==> src/rtl/aq_pkg.sv <==
package aq_pkg;

    localparam int AQ_IN_W  = 16;
    localparam int AQ_OUT_W = 8;
    localparam int AQ_DEPTH = 64;

    // Control sequence: fill the buffer, then fetch / divide / send per element
    typedef enum logic [1:0] {
        ST_FILL,
        ST_FETCH,
        ST_DIV,
        ST_SEND
    } aq_state_e;

    // Limit a quotient to the symmetric range and apply the sign
    function automatic int signed_clamp(input int mag, input logic neg, input int qmax);
        int m;
        m = (mag > qmax) ? qmax : mag;
        return neg ? -m : m;
    endfunction

endpackage

==> src/rtl/aq_peak.sv <==
module aq_peak #(
    parameter int IN_W = 16
) (
    input  logic                   clk,
    input  logic                   rst,
    input  logic                   upd,
    input  logic                   first,
    input  logic signed [IN_W-1:0] din,
    output logic        [IN_W-1:0] mag,
    output logic                   neg,
    output logic        [IN_W-1:0] peak
);

    // Two's complement negate in IN_W unsigned bits: the most negative value
    // yields 2^(IN_W-1), which is exactly its magnitude.
    always_comb begin
        neg = din[IN_W-1];
        mag = neg ? (~din + 1'b1) : din;
    end

    always_ff @(posedge clk) begin
        if (rst) begin
            peak <= '0;
        end else if (upd) begin
            if (first || (mag > peak)) begin
                peak <= mag;
            end
        end
    end

    // after an update the running peak covers the sample just seen
    a_r2_peak_covers: assert property (@(posedge clk) disable iff (rst)
        upd |=> (peak >= $past(mag)));

endmodule

==> src/rtl/aq_buffer.sv <==
module aq_buffer #(
    parameter int W     = 17,
    parameter int DEPTH = 64
) (
    input  logic                     clk,
    input  logic                     we,
    input  logic [$clog2(DEPTH)-1:0] waddr,
    input  logic [W-1:0]             wdata,
    input  logic [$clog2(DEPTH)-1:0] raddr,
    output logic [W-1:0]             rdata
);

    logic [W-1:0] mem [DEPTH];

    always_ff @(posedge clk) begin
        if (we) begin
            mem[waddr] <= wdata;
        end
    end

    assign rdata = mem[raddr];

endmodule

==> src/rtl/aq_divider.sv <==
module aq_divider #(
    parameter int NUM_W = 24,
    parameter int DEN_W = 17,
    parameter int Q_W   = 8
) (
    input  logic             clk,
    input  logic             rst,
    input  logic             start,
    input  logic [NUM_W-1:0] num,
    input  logic [DEN_W-1:0] den,
    output logic             done,
    output logic [Q_W-1:0]   quo
);

    localparam int CW = $clog2(Q_W + 1);

    logic [NUM_W-1:0] rem;
    logic [NUM_W:0]   dsh;
    logic [DEN_W-1:0] den_r;
    logic [CW-1:0]    cnt;
    logic             busy;
    logic             ge;

    // Restoring division, one quotient bit per cycle, MSB first
    assign ge = ({1'b0, rem} >= dsh);

    always_ff @(posedge clk) begin
        if (rst) begin
            rem   <= '0;
            dsh   <= '0;
            den_r <= '0;
            cnt   <= '0;
            quo   <= '0;
            busy  <= 1'b0;
            done  <= 1'b0;
        end else if (start) begin
            rem   <= num;
            dsh   <= (NUM_W+1)'(den) << (Q_W - 1);
            den_r <= den;
            quo   <= '0;
            cnt   <= CW'(Q_W);
            busy  <= 1'b1;
            done  <= 1'b0;
        end else if (busy) begin
            if (ge) begin
                rem <= rem - dsh[NUM_W-1:0];
            end
            quo <= {quo[Q_W-2:0], ge};
            dsh <= dsh >> 1;
            cnt <= cnt - 1'b1;
            if (cnt == CW'(1)) begin
                busy <= 1'b0;
                done <= 1'b1;
            end
        end else begin
            done <= 1'b0;
        end
    end

    // a finished division leaves a remainder below the divisor
    a_r3_rem_below_den: assert property (@(posedge clk) disable iff (rst)
        done |-> (rem < NUM_W'(den_r)));

endmodule

==> src/rtl/aq_quant_top.sv <==
module aq_quant_top
    import aq_pkg::*;
#(
    parameter int IN_W  = AQ_IN_W,
    parameter int OUT_W = AQ_OUT_W,
    parameter int DEPTH = AQ_DEPTH
) (
    input  logic                    clk,
    input  logic                    rst,
    input  logic                    in_valid,
    output logic                    in_ready,
    input  logic signed [IN_W-1:0]  in_data,
    input  logic                    in_last,
    output logic                    out_valid,
    input  logic                    out_ready,
    output logic signed [OUT_W-1:0] out_data,
    output logic        [IN_W-1:0]  out_scale,
    output logic                    out_last
);

    localparam int AW    = $clog2(DEPTH);
    localparam int QMAX  = (1 << (OUT_W - 1)) - 1;
    localparam int NUM_W = IN_W + OUT_W;
    localparam int DEN_W = IN_W + 1;
    localparam int EW    = IN_W + 1;

    typedef struct packed {
        logic            neg;
        logic [IN_W-1:0] mag;
    } entry_t;

    aq_state_e state;
    logic [AW-1:0] wcnt, rcnt, last_idx;
    logic                    cur_neg;
    logic signed [OUT_W-1:0] out_q;

    logic            accept;
    logic [IN_W-1:0] in_mag, peak;
    logic            in_neg;
    entry_t          wr_entry, rd_entry;
    logic [EW-1:0]   rd_bits;

    logic             div_start, div_done;
    logic [NUM_W-1:0] div_num;
    logic [DEN_W-1:0] div_den;
    logic [OUT_W-1:0] div_quo;

    assign in_ready = (state == ST_FILL);
    assign accept   = in_valid && in_ready;

    aq_peak #(.IN_W(IN_W)) u_peak (
        .clk   (clk),
        .rst   (rst),
        .upd   (accept),
        .first (wcnt == '0),
        .din   (in_data),
        .mag   (in_mag),
        .neg   (in_neg),
        .peak  (peak)
    );

    always_comb begin
        wr_entry.neg = in_neg;
        wr_entry.mag = in_mag;
    end

    aq_buffer #(.W(EW), .DEPTH(DEPTH)) u_buf (
        .clk   (clk),
        .we    (accept),
        .waddr (wcnt),
        .wdata (wr_entry),
        .raddr (rcnt),
        .rdata (rd_bits)
    );

    assign rd_entry = entry_t'(rd_bits);

    // Rounded ratio: floor((2*QMAX*|x| + a) / (2*a))
    assign div_start = (state == ST_FETCH) && (peak != '0);
    assign div_num   = NUM_W'(rd_entry.mag) * NUM_W'(2 * QMAX) + NUM_W'(peak);
    assign div_den   = {peak, 1'b0};

    aq_divider #(.NUM_W(NUM_W), .DEN_W(DEN_W), .Q_W(OUT_W)) u_div (
        .clk   (clk),
        .rst   (rst),
        .start (div_start),
        .num   (div_num),
        .den   (div_den),
        .done  (div_done),
        .quo   (div_quo)
    );

    always_ff @(posedge clk) begin
        if (rst) begin
            state    <= ST_FILL;
            wcnt     <= '0;
            rcnt     <= '0;
            last_idx <= '0;
            cur_neg  <= 1'b0;
            out_q    <= '0;
        end else begin
            case (state)
                ST_FILL: begin
                    if (accept) begin
                        if (in_last || (wcnt == AW'(DEPTH - 1))) begin
                            last_idx <= wcnt;
                            rcnt     <= '0;
                            state    <= ST_FETCH;
                        end else begin
                            wcnt <= wcnt + 1'b1;
                        end
                    end
                end
                ST_FETCH: begin
                    cur_neg <= rd_entry.neg;
                    if (peak == '0) begin
                        out_q <= '0;
                        state <= ST_SEND;
                    end else begin
                        state <= ST_DIV;
                    end
                end
                ST_DIV: begin
                    if (div_done) begin
                        out_q <= OUT_W'(signed_clamp(int'(div_quo), cur_neg, QMAX));
                        state <= ST_SEND;
                    end
                end
                ST_SEND: begin
                    if (out_ready) begin
                        if (rcnt == last_idx) begin
                            wcnt  <= '0;
                            state <= ST_FILL;
                        end else begin
                            rcnt  <= rcnt + 1'b1;
                            state <= ST_FETCH;
                        end
                    end
                end
                default: state <= ST_FILL;
            endcase
        end
    end

    assign out_valid = (state == ST_SEND);
    assign out_data  = out_q;
    assign out_scale = peak;
    assign out_last  = (state == ST_SEND) && (rcnt == last_idx);

    // no input is taken while an output element is pending
    a_r7_no_input_while_draining: assert property (@(posedge clk) disable iff (rst)
        out_valid |-> !in_ready);

    // a stalled output beat holds steady
    a_r10_hold_on_stall: assert property (@(posedge clk) disable iff (rst)
        (out_valid && !out_ready) |=> (out_valid && $stable(out_data)
                                       && $stable(out_scale) && $stable(out_last)));

    // the asymmetric code is never emitted
    a_r4_no_min_code: assert property (@(posedge clk) disable iff (rst)
        out_valid |-> (out_data != {1'b1, {(OUT_W-1){1'b0}}}));

    // a zero scale goes with zero data
    a_r5_zero_scale_zero_data: assert property (@(posedge clk) disable iff (rst)
        (out_valid && (out_scale == '0)) |-> (out_data == '0));

endmodule

==> config.mk <==
export PLATFORM = sky130hd
export DESIGN_NAME = aq_quant_top
export DESIGN_NICKNAME = d
export VERILOG_FILES = /design/src/rtl/aq_pkg.sv /design/src/rtl/aq_peak.sv /design/src/rtl/aq_buffer.sv /design/src/rtl/aq_divider.sv /design/src/rtl/aq_quant_top.sv
export SDC_FILE = /design/constraint.sdc
export NUM_CORES = 1
export LEC_CHECK = 0
export BUFFER_PORTS_ARGS = -buffer_cell sky130_fd_sc_hd__buf_2
export CAP_MARGIN = 30
export CORE_ASPECT_RATIO = 0.8
export CORE_MARGIN = 3
export CORE_UTILIZATION = 57
export CTS_CLUSTER_SIZE = 25
export DETAILED_ROUTE_END_ITERATION = 8
export GPL_TIMING_DRIVEN = 0
export PLACE_DENSITY = 0.76
export SYNTH_ARGS = -nofsm -noshare
export SYNTH_HDL_FRONTEND = slang
export SYNTH_SLANG_ARGS = --single-unit
==> constraint.sdc <==
create_clock -name clk -period 7.8 [get_ports clk]
set_input_delay 1.95 -clock clk [delete_from_list [all_inputs] [get_ports clk]]
set_output_delay 1.95 -clock clk [all_outputs]
set_load 0.05 [all_outputs]
# Word-level counts from Yosys, hierarchy flattened
# Memories as Yosys holds them, arrays and structs flattened. A register that Yosys moved wholly into a read port is not among the register bits.
# Cells that the tools add are included.
# classes
n_addsub	7
mul	1
div	0
n_lt_le_gt_ge	3
n_eq_ne	14
shift	0
muxes	37
bitwise_logic	2
n_reduce_logical	22
# ops
cell	count
$mux 24	5
$mux 6	10
$mux 8	4
$add 24x16->24	1
$ge 24x24->1	1
$pmux 6 s2	2
$sub 24x24->24	1
$mul 16x7->23 const B	1
$add 16x1->16 const B	1
$gt 16x16->1	1
$logic_not 16->1	1
$mux 16	1
$not 16->16	1
$pmux 8 s2	1
$reduce_bool 16->1	1
$add 6x1->6 const B	2
$ne 2x1->1 const B	6
$reduce_and 5->1	2
$gt 8x7->1 const B	1
$mux 2	4
$mux 4	2
$neg 8->8	1
$pmux 2 s4	1
$reduce_bool 2->1	4
other kinds (18)	31
# totals
reg_bits	107
latchBits	0
ramBits	1088
rom_bits	0
inputBits	21
out_inout_bits	27
elab_cells	102
mem_count	1
# mem_list
memory	words	word_bits	read_ports	rd_clocked_by_memory_dff	write_ports	line_no	rtl
u_buf.mem	64	17	1	1	1	aq_buffer.sv:13	logic [W-1:0] mem [DEPTH];

# Depth between registers and ports, before layout
# depth
word_depth	7
depth_mapped	29
mapped_depth_nobuf	26

# Hierarchy
# A second synthesis with hierarchy kept.
# unflattened
cells_unflattened	3266
area_unflattened_um2	52943.3
# modules_own_cells
mod	n_inst	cells_each	area_each_um2	seq_area_each_um2
aq_buffer	1	1936	42004.0	32671.3
aq_quant_top	1	624	5235.0	580.6
aq_divider	1	530	4209.0	1241.2
aq_peak	1	176	1495.2	320.3

# Worst setup path after synthesis
# OpenSTA, ideal clock, no wires.
# synth_timing
path_type	input -> register
from	input in_data[9]
to	register u_peak.peak[15]
setup_time_ns	0.078
arrival_ns	8.033
required_ns	7.722
path_slack_ns	-0.311
path_stages	9
path_buffers	1
path_cell_list	or4_1 > nor4_1 > ha_1 > and4_1 > a41oi_1 > o21a_1 > buf_2 > nand3_1 > a21oi_1
# synth_between
elab_chain_len	6
# synth_lines
item	line_no	rtl
from (decl)	aq_quant_top.sv:12	input logic signed [IN_W-1:0] in_data,
$not 16->16 (*)	aq_peak.sv:18	mag = neg ? (~din + 1'b1) : din;
$add 16x1->16 (*)	aq_peak.sv:18	
$mux 16 (*)	aq_peak.sv:18	
net in_mag[15]	aq_quant_top.sv:38	logic [IN_W-1:0] in_mag, peak;
$gt 16x16->1	aq_peak.sv:25	if (first || (mag > peak)) begin
$logic_or 1x1->1	aq_peak.sv:25	
$reduce_and 2->1 (no source line)	-	
to (signal assigned)	aq_peak.sv:26	peak <= mag;
to (decl)	aq_peak.sv:11	output logic [IN_W-1:0] peak
# The timed path passes the listed nets; every way through them passes the cells marked *.
# A chain may end at the register's enable or synchronous reset.

==> flow_metrics.py <==
metrics = {
    "outcome": {
        "status": "complete, but fails checks",
        "violations": "negative setup slack",
    },
    "place": {
        "pre_cts_slack_ns": -2.09,
        "post-dp-hpwl_um": 95100,
        "gp_congestion": 0.943,
        "dp.cells": 4239,
        "port_buffers": 46,
    },
    "die": {
        "rows": 98,
        "start_util": 0.577,
        "die-height_um": 276,
        "dieArea_um2": 94500,
        "core_area_um2": 89800,
        "chipWidth_um": 343,
        "ioPinCount": 48,
    },
    "min_path": {
        "hold_path_end": "out_data[3]",
        "whs_path_depth": 2,
        "hp-start": "out_data[3]",
        "hp-class": "reg -> reg",
    },
    "clocking": {
        "clock_sink_count": 1201,
        "ctsHoldBuffers": 0,
        "cts_made_buffers": 109,
        "root_buffer": "clkbuf_16",
        "clk_pin_slew_ns": 0.07,
        "worstSkewPairLatency_ns": 0.72,
        "clock_path_buffers": 3,
        "cts_htree_levels": 3,
        "cts_tree": "done",
    },
    "route": {
        "wl_met1_um": 53300,
        "vias": 30200,
        "wl_per_cell_um": 32.2,
        "wl_met3_um": 18000,
        "vias_per_cell": 6.68,
        "wl_met2_um": 67600,
        "wirelength_um": 145000,
        "drc": 0,
        "dr.pass1.iters": 6,
        "dr.max_layer_used": "met5",
        "antenna_left": 0,
        "drt_iter0_markers": 4235,
    },
    "yosys": {
        "ys_ff_latch": 1201,
        "netlist_instances": 2877,
        "synth.net_count": 3061,
        "async_flop_share": 0,
        "synth.distinct_cells": 72,
        "synth_area_um2": 51800,
        "ys.flop_type": "edfxtp_1",
        "ys_seq_area_frac": 0.675,
        "yosysWarnings": 0,
        "syn_area_per_cell_um2": 18.0,
        "synth_edf_count": 1088,
    },
    "layout": {
        "layout_common_cells": "edfxtp_1 (1088), mux4_2 (357), inv_1 (134)",
        "instances_no_fill": 4519,
        "fin_nets": 3408,
        "mostFrequentLayoutCell": "edfxtp_1",
        "fin_util": 0.677,
        "syn_to_final_growth_pct": 17.4,
        "drive_above_1_share": 0.300,
    },
    "setup_path": {
        "rr_worst_depth": 28,
        "worstPathArrival_ns": 8.50,
        "r2r_setup_slack_ns": -0.11,
        "cp_common_cell": "mux4_2",
        "cpMaxStageDelayCell": "mux4_2",
        "cp_slowest_stage_delay_ns": 0.62,
        "worst-setup-path-type": "reg -> reg",
        "crit_required_ns": 8.39,
        "r2r_end": "u_div.rem[23]",
        "crit_fanout": 7,
        "start_kind": "register",
        "cp-end-kind": "register",
    },
    "global_routing": {
        "grt_use_total": 0.313,
        "grt_pass1_wl_um": 210000,
        "grt_overflow": 0,
        "grt_max_degree": 69,
        "antenna_found_initial": 7,
        "grt_pass1_vias": 29900,
    },
    "timing": {
        "setup_viol": 8,
        "fin_setup_tns_ns": -0.448,
        "finalCriticalPeriod_ns": 7.91,
        "worstMarginPinSlew_ns": 1.10,
        "rsz0062_at_grt": "true",
        "hold_viol": 0,
        "fin_crit_sh": 1.01,
        "slew_headroom": 0.261,
        "finalClockSkew_ns": 0.0278,
        "drv_slew": 0,
        "max_freq_ghz": 0.126,
        "setup_slack_ns": -0.109,
    },
    "run": {
        "maxCapViolations": 0,
    },
}
-- worst max-delay path, delay by kind of cell, from the launching register on --
| kind | cells | cell delay (ns) |
|---|---|---|
| fa+ha+maj | 6 | 2.38 |
| flops | 1 | 0.40 |
| compound gates | 7 | 1.46 |
| simple gates | 2 | 0.37 |
| xor+xnor | 3 | 0.53 |
| mux | 3 | 1.71 |
| buf+inv | 7 | 0.90 |
-- per-stage QoR --
stage	area (um^2)	hold WS [ns]
final	60800	0.464
after global routing	60800	0.487
after CTS	60100	0.468
after detailed placement	55600	0.460
after global placement	53500	0.444
after floorplan	51800	0.459
-- sequential cells by signal, summed over array words and instances, names as in the netlist, 2 cells and up, named ones only --
signal,flops
last_idx,6
state,2
u_div.rem,24
u_peak.peak,16
u_div.quo,8
u_div.cnt,4
out_data,8
u_div.dsh,24
wcnt,6
u_buf.mem,1088
rcnt,6
-- area by class of cell --
cell class	count	area, um^2
antenna	3	7.51
buffer	130	991
clock buffer	127	2810
clock inverter	76	727
fill	5549	29000
inverter	148	564
multi-input combinational	1397	16500
sequential	1201	34900
tap	1200	1500
timing repair buffer	237	2770
-- cell usage after synthesis, types with 4 or more instances --
cell type  count  share of area
a211oi_1      36         0.0052
a21o_1        24         0.0035
a21oi_1       88         0.0085
a311oi_1       7         0.0012
a31oi_1        4        0.00048
and2_1         9         0.0011
and3_1         8        0.00097
and4_1         6         0.0010
buf_1         26         0.0019
buf_2         19         0.0018
clkbuf_1      85         0.0062
dfxtp_1      113          0.044
edfxtp_1    1088           0.63
fa_1          55          0.021
ha_1         108          0.026
inv_1        148          0.011
mux2i_1       41         0.0079
mux4_2       357           0.16
nand2_1       93         0.0067
nand2b_1      12         0.0015
nand3_1       30         0.0029
nand3b_1       5        0.00073
nand4_1       19         0.0023
nor2_1       188          0.014
nor2b_1       12         0.0015
nor3_1        46         0.0044
nor3b_1        8         0.0012
nor4_1        12         0.0015
o211ai_1      13         0.0019
o21a_1         9         0.0013
o21ai_0       39         0.0038
o21bai_1       4        0.00058
o22ai_1        7        0.00085
o31a_1         5        0.00085
o31ai_1       10         0.0015
or3_1          9         0.0011
xnor2_1       55         0.0093
xor2_1        29         0.0049
-- metal layers --
metal  GRT usage  up-vias
met4       0.123        6
li1            -    12200
met2       0.482     2125
met5           0        -
met1       0.435    15500
met3      0.0802      409
-- worst max path at each step --
stage	slack (ns)	end	start	cells past startpoint
global route	-0.23	u_div.rem[22]	register	28
floorplan	0.25	u_div.rem[23]	register	27
CTS	-0.03	u_div.rem[18]	register	27
detailed placement	-2.09	u_div.rem[17]	register	28
finish	-0.11	u_div.rem[23]	register	28
global placement	-3.34	u_peak.peak[9]	in_data[15]	15
-- kinds of logic (layout without fill, tap and decap cells) --
logic type	Yosys count	after routing	synth area share
xor+xnor	85	85	0.0145
other cells	0	3	0
simple gates	469	469	0.0426
mux	399	399	0.163
compound gates	281	281	0.0365
fa+ha+maj	163	163	0.0474
flops	1201	1201	0.675
buf+inv	279	718	0.0208
-- repair_timing --
item | in CTS | in global routing
gates resized for setup | 242 | 60
cloned | 2 | 1
endpoints found under the setup margin | 17 | 12
setup buffers | 35 | 33
pin swaps | 33 | 53
Power is left out: the tool's default activity adds up to more than one toggle a clock period on the data nets, which glitch-free logic cannot reach.
